## config.mk

```make
export PLATFORM = sky130hd
export DESIGN_NAME = pingpong_dma_chan
export DESIGN_NICKNAME = d
export VERILOG_FILES = /design/src/rtl/pp_dma_pkg.sv /design/src/rtl/pp_dma_slot.sv /design/src/rtl/pp_dma_ctrl.sv /design/src/rtl/pingpong_dma_chan.sv
export SDC_FILE = /design/constraint.sdc
export NUM_CORES = 1
export LEC_CHECK = 0
export BUFFER_PORTS_ARGS = -buffer_cell sky130_fd_sc_hd__buf_2
export CAP_MARGIN = 20
export CORE_MARGIN = 2
export CORE_UTILIZATION = 60
export DETAILED_ROUTE_END_ITERATION = 12
export GPL_TIMING_DRIVEN = 0
export PLACE_DENSITY = 0.83
export SLEW_MARGIN = 10
export SYNTH_ARGS = -nofsm -noshare
export SYNTH_HDL_FRONTEND = slang
export SYNTH_HIERARCHICAL = 1
export SYNTH_SLANG_ARGS = --single-unit
```

## constraint.sdc

```tcl
create_clock -name clk -period 10.7 [get_ports clk]
set_clock_uncertainty 0.2 [all_clocks]
set_input_delay 2.14 -clock clk [delete_from_list [all_inputs] [get_ports clk]]
set_output_delay 2.14 -clock clk [all_outputs]
set_load 0.02 [all_outputs]
```

## src/rtl/pp_dma_pkg.sv

```systemverilog
package pp_dma_pkg;
  localparam int CTRL_W = 8;
  localparam int B_RUN  = 0;
  localparam int B_IE   = 1;
  localparam int B_ERR  = 2;
  localparam int B_DNA  = 3;
  localparam int B_STA  = 4;
  localparam int B_DNB  = 5;
  localparam int B_STB  = 6;
  localparam int B_BIU  = 7;

  localparam logic [2:0] W_CFG  = 3'd0;
  localparam logic [2:0] W_SET  = 3'd1;
  localparam logic [2:0] W_CLR  = 3'd2;
  localparam logic [2:0] W_STAT = 3'd3;
  localparam logic [2:0] W_AADR = 3'd4;
  localparam logic [2:0] W_ACNT = 3'd5;
  localparam logic [2:0] W_BADR = 3'd6;
  localparam logic [2:0] W_BCNT = 3'd7;

  function automatic logic [1:0] beat_bytes(input logic wide);
    return wide ? 2'd2 : 2'd1;
  endfunction

  function automatic logic start_bad(input logic [1:0] addr_lo, input logic cnt_lsb,
                                     input logic wide);
    return (addr_lo != 2'b00) || (wide && cnt_lsb);
  endfunction

  function automatic int strt_pos(input logic slot);
    return slot ? B_STB : B_STA;
  endfunction

  function automatic int done_pos(input logic slot);
    return slot ? B_DNB : B_DNA;
  endfunction
endpackage

```

## src/rtl/pp_dma_slot.sv

```systemverilog
module pp_dma_slot #(
  parameter int DATA_W = 32,
  parameter int CNT_W  = 13
) (
  input  logic              clk,
  input  logic              rst_n,
  input  logic              ld_addr,
  input  logic              ld_cnt,
  input  logic [DATA_W-1:0] wdata,
  input  logic              step,
  input  logic [1:0]        step_bytes,
  output logic [DATA_W-1:0] addr_q,
  output logic [CNT_W-1:0]  cnt_q
);
  always_ff @(posedge clk or negedge rst_n) begin
    if (!rst_n) begin
      addr_q <= '0;
      cnt_q  <= '0;
    end else begin
      if (ld_addr)   addr_q <= wdata;
      else if (step) addr_q <= addr_q + DATA_W'(step_bytes);
      if (ld_cnt)    cnt_q  <= wdata[CNT_W-1:0];
      else if (step) cnt_q  <= cnt_q - CNT_W'(step_bytes);
    end
  end
endmodule

```

## src/rtl/pp_dma_ctrl.sv

```systemverilog
module pp_dma_ctrl
  import pp_dma_pkg::*;
(
  input  logic              clk,
  input  logic              rst_n,
  input  logic              set_we,
  input  logic              clr_we,
  input  logic [6:0]        wmask,
  input  logic [1:0]        slot_bad,
  input  logic [1:0]        slot_zero,
  input  logic              dev_req,
  input  logic              beat_ready,
  output logic [CTRL_W-1:0] ctrl_q,
  output logic              sel,
  output logic              beat_go,
  output logic              ev_fault,
  output logic              ev_finish,
  output logic              ev_fire
);
  logic [CTRL_W-1:0] ctrl_n;
  logic [1:0]        chk_q, chk_n;
  logic              act;

  assign sel = ctrl_q[B_BIU];
  assign act = ctrl_q[B_RUN] && ctrl_q[strt_pos(sel)];
  assign ev_fault  = act && !chk_q[sel] && slot_bad[sel];
  assign ev_finish = act && !ev_fault && slot_zero[sel];
  assign beat_go   = act && !ev_fault && !slot_zero[sel] && dev_req;
  assign ev_fire   = beat_go && beat_ready;

  always_comb begin
    ctrl_n = ctrl_q;
    if (ev_fault) begin
      ctrl_n[B_ERR] = 1'b1;
      ctrl_n[strt_pos(sel)] = 1'b0;
    end
    if (ev_finish) begin
      ctrl_n[strt_pos(sel)] = 1'b0;
      ctrl_n[done_pos(sel)] = 1'b1;
      ctrl_n[B_BIU] = ~sel;
    end
    if (set_we) ctrl_n[6:0] = ctrl_n[6:0] | wmask;
    if (clr_we) ctrl_n[6:0] = ctrl_n[6:0] & ~wmask;
  end

  for (genvar s = 0; s < 2; s++) begin : g_chk
    assign chk_n[s] = ctrl_n[strt_pos(1'(s))] &&
                      (chk_q[s] || (act && !ev_fault && (sel == 1'(s))));
  end

  always_ff @(posedge clk or negedge rst_n) begin
    if (!rst_n) begin
      ctrl_q <= '0;
      chk_q  <= '0;
    end else begin
      ctrl_q <= ctrl_n;
      chk_q  <= chk_n;
    end
  end
endmodule

```

## src/rtl/pingpong_dma_chan.sv

```systemverilog
module pingpong_dma_chan
  import pp_dma_pkg::*;
#(
  parameter int DATA_W = 32,
  parameter int CNT_W  = 13,
  parameter int CFG_W  = 8
) (
  input  logic              clk,
  input  logic              rst_n,
  input  logic              reg_wr,
  input  logic [4:0]        reg_addr,
  input  logic [DATA_W-1:0] reg_wdata,
  output logic [DATA_W-1:0] reg_rdata,
  input  logic              dev_req,
  output logic              beat_valid,
  input  logic              beat_ready,
  output logic [DATA_W-1:0] beat_addr,
  output logic              beat_wide,
  output logic              beat_to_mem,
  output logic              irq
);
  localparam int NSLOT = 2;

  logic [2:0]        widx;
  logic [CFG_W-1:0]  cfg_q;
  logic [CTRL_W-1:0] ctrl_q;
  logic              sel, ev_fault, ev_finish, ev_fire;
  logic [1:0]        step_bytes;
  logic [DATA_W-1:0] saddr [NSLOT];
  logic [CNT_W-1:0]  scnt  [NSLOT];
  logic [1:0]        slot_bad, slot_zero;

  assign widx        = reg_addr[4:2];
  assign beat_wide   = cfg_q[3];
  assign beat_to_mem = cfg_q[0];
  assign step_bytes  = beat_bytes(beat_wide);

  always_ff @(posedge clk or negedge rst_n) begin
    if (!rst_n) cfg_q <= '0;
    else if (reg_wr && widx == W_CFG) cfg_q <= reg_wdata[CFG_W-1:0];
  end

  for (genvar s = 0; s < NSLOT; s++) begin : g_slot
    localparam logic [2:0] AIDX = (s == 0) ? W_AADR : W_BADR;
    localparam logic [2:0] CIDX = (s == 0) ? W_ACNT : W_BCNT;
    pp_dma_slot #(.DATA_W(DATA_W), .CNT_W(CNT_W)) u_slot (
      .clk        (clk),
      .rst_n      (rst_n),
      .ld_addr    (reg_wr && widx == AIDX),
      .ld_cnt     (reg_wr && widx == CIDX),
      .wdata      (reg_wdata),
      .step       (ev_fire && sel == 1'(s)),
      .step_bytes (step_bytes),
      .addr_q     (saddr[s]),
      .cnt_q      (scnt[s])
    );
    assign slot_bad[s]  = start_bad(saddr[s][1:0], scnt[s][0], beat_wide);
    assign slot_zero[s] = (scnt[s] == '0);
  end

  pp_dma_ctrl u_ctrl (
    .clk        (clk),
    .rst_n      (rst_n),
    .set_we     (reg_wr && widx == W_SET),
    .clr_we     (reg_wr && widx == W_CLR),
    .wmask      (reg_wdata[6:0]),
    .slot_bad   (slot_bad),
    .slot_zero  (slot_zero),
    .dev_req    (dev_req),
    .beat_ready (beat_ready),
    .ctrl_q     (ctrl_q),
    .sel        (sel),
    .beat_go    (beat_valid),
    .ev_fault   (ev_fault),
    .ev_finish  (ev_finish),
    .ev_fire    (ev_fire)
  );

  assign beat_addr = saddr[sel];
  assign irq = ctrl_q[B_IE] && (ctrl_q[B_ERR] || ctrl_q[B_DNA] || ctrl_q[B_DNB]);

  always_comb begin
    reg_rdata = '0;
    case (widx)
      W_CFG:  reg_rdata = DATA_W'(cfg_q);
      W_STAT: reg_rdata = DATA_W'(ctrl_q);
      W_AADR: reg_rdata = saddr[0];
      W_ACNT: reg_rdata = DATA_W'(scnt[0]);
      W_BADR: reg_rdata = saddr[1];
      W_BCNT: reg_rdata = DATA_W'(scnt[1]);
      default: reg_rdata = '0;
    endcase
  end
endmodule

```

==> flow_summary.ini <==
[outcome]
status = finished, final reports clean

[drt]
routed_via_density = 6.773
ant_nets = 0
drt-pass1-iter-count = 6
avgRoutedWirePerCell_um = 21.46
drc = 0
drtIter0Drc = 1062
wl_mm = 24.08
route.vias.total = 7599

[worst_setup_path]
path_class = in -> out
regToRegSetupSlack_ns = 6.36
crit_start = reg_addr[4]
crit_fanout = 10
cp-endpoint = reg_rdata[0]
worstReg2RegStart = g_slot[0].u_slot/cnt_q[4]$_DFFE_PN0P_
crit_arrival_ns = 3.43
crit_path_end_kind = output pin
r2r-end = g_slot[1].u_slot/addr_q[24]$_DFFE_PN0P_
cp.required_ns = 8.36
cp-start-kind = input port
worstRegToRegCells = 13

[global_routing]
antenna_found_initial = 0
grt_max_degree = 79
grt_usage_pct = 36.00
grt_pass1_vias = 7007
grt-ovfl-total = 0
grt_pass1_wl_mm = 37.40

[layout]
fin_area_um2 = 8748
layout-drive-gt1-share_pct = 24.53
fill_cells = 1034
area_growth_pct = 14.32
fin_nets = 999
antenna_cells = 0

[worst_hold_path]
hold_path.class = reg -> reg
hp-start = cfg_q[1]$_DFFE_PN0P_
min_delay_path_depth = 1

[timing]
drv_slew = 0
fin_tns_setup_ns = 0
min_period_over_period_pct = 53.95
fin_crit_ns = 5.773
rsz0062_at_grt = false
setup_ws_ns = 4.927
slew_headroom_pct = 43.80
fmaxAchievable_mhz = 173.2
hold_violations = 0
worstMarginPinSlew_ns = 0.8353
setup_viol = 0

[clock_tree]
cts_hold_buf = 0
path_clk_slew_ns = 0.07
htreeDepth = 3
ctsResizeCount = 0
post_cts_buffers = 0
cts_buffer_depth = 2
cts-root-buf = clkbuf_16
numClockSinks = 108
clock_latency_ns = 0.36
cts_buffers = 9
tritoncts = built

[floorplanning]
die_y_um = 116.9
initial_core_util_pct = 61.14
die_w_um = 116.9
core_area_um2 = 12520
row_count = 41
die_area_um2 = 13670
io_pins = 110

[synth]
synthesis.instances = 826
syn_area_um2 = 7652
ys_warn_count = 6
syn_avg_cell_area_um2 = 9.264
syn-num-nets = 880

[placed_design]
numPortBuffers = 106
place_congestion = 0.9584
dpl_cell_area_um2 = 8432
dp_hpwl_mm = 17.24
dpl_worst_slack_ns = 4.975

[power_and_ir_drop]
swShare_pct = 39.73
clock_power_share_pct = 23.4
seqPwrFrac_pct = 42.7
netSwitchingPower_uw = 599.8
combPwrFrac_pct = 33.9
p_leak_uw = 0.003502
power_uw = 1510
ir_drop_v = 0.0001233
power_density_nw_per_um2 = 172.6
intPower_uw = 909.9

[flow_run]
max_cap_viol_count = 0
-- registers in the layout, indices dropped and copies added (netlist names) --
signal and cells:
u_ctrl/chk_q 2, u_ctrl/ctrl_q 8, cfg_q 8, g_slot.u_slot/cnt_q 26
g_slot.u_slot/addr_q 64
-- critical path, stage by stage --
cell      delay (ns)
buf_2           0.11
buf_4           0.17
clkbuf_1        0.44
o21ai_0         0.20
o311ai_0        0.14
buf_2           0.23
-- per-layer routing --
| layer | part of all wire (%) | up-vias | track usage, % |
|---|---|---|---|
| met3 | 11 | 65 | 7.312 |
| met5 | 0 | - | 0 |
| li1 | - | 3327 | - |
| met1 | 40 | 3678 | 49.48 |
| met2 | 46 | 529 | 55.41 |
| met4 | 3.0 | 0 | 16.08 |
-- power by group through the flow --
stage	logic (µW)	clock network [µW]	registers, µW
after floorplan	373	0	594
after global placement	487	0	639
after detailed placement	503	0	643
after CTS	507	355	637
after global routing	558	372	657
final	511	353	645
-- final cells by class --
| type | instances | area, µm² | share of cell area, % |
|---|---|---|---|
| Buffer | 58 | 301.5 | 3.447 |
| Clock buffer | 10 | 239.0 | 2.732 |
| Clock inverter | 6 | 72.57 | 0.8295 |
| Inverter | 21 | 78.83 | 0.9010 |
| Multi-Input combinational cell | 639 | 4569 | 52.23 |
| Sequential cell | 108 | 2703 | 30.89 |
| Tap cell | 172 | 215.2 | 2.460 |
| Timing Repair Buffer | 108 | 569.3 | 6.507 |
-- layout by cell type (no fill, tap or decap), types with 5 or more instances in the layout --
| master | n |
|---|---|
| buf_2 | 119 |
| dfrtp_1 | 108 |
| nand2_1 | 88 |
| o21ai_0 | 55 |
| mux2_2 | 53 |
| nor2_1 | 45 |
| clkbuf_1 | 33 |
| or4_1 | 32 |
| a31oi_1 | 29 |
| xnor2_1 | 26 |
| o31ai_1 | 26 |
| nand3_1 | 25 |
| inv_1 | 21 |
| a22o_1 | 19 |
| a21oi_1 | 19 |
| nand4_1 | 17 |
| nor3_1 | 16 |
| xor2_1 | 14 |
| or3_1 | 14 |
| nor2b_1 | 12 |
| a22oi_1 | 12 |
| and2_1 | 10 |
| o211ai_1 | 10 |
| nor4_1 | 10 |
| and3_1 | 9 |
| clkbuf_16 | 9 |
| mux2i_1 | 8 |
| and4_1 | 8 |
| ha_1 | 8 |
| buf_6 | 7 |
| buf_4 | 6 |
| nand2b_1 | 6 |
| a211o_1 | 6 |
| mux4_2 | 5 |
-- worst min-delay path by stage --
stage,end,slack [ns]
after global placement,cfg_q[1]$_DFFE_PN0P_,0.29
after global routing,cfg_q[1]$_DFFE_PN0P_,0.35
after CTS,cfg_q[1]$_DFFE_PN0P_,0.31
after detailed placement,cfg_q[1]$_DFFE_PN0P_,0.30
final,cfg_q[1]$_DFFE_PN0P_,0.32
after floorplan,cfg_q[2]$_DFFE_PN0P_,0.28
-- through the flow --
step	utilization, %	std cells	hold slack (ns)
final	69.89	1122	0.3157
after detailed placement	67.36	1105	0.2984
after global routing	69.89	1122	0.3453
after global placement	67.09	1104	0.2937
after floorplan	-	826	0.2806
after CTS	69.85	1121	0.3142
No activity file was read; power rests on OpenSTA's default activity.
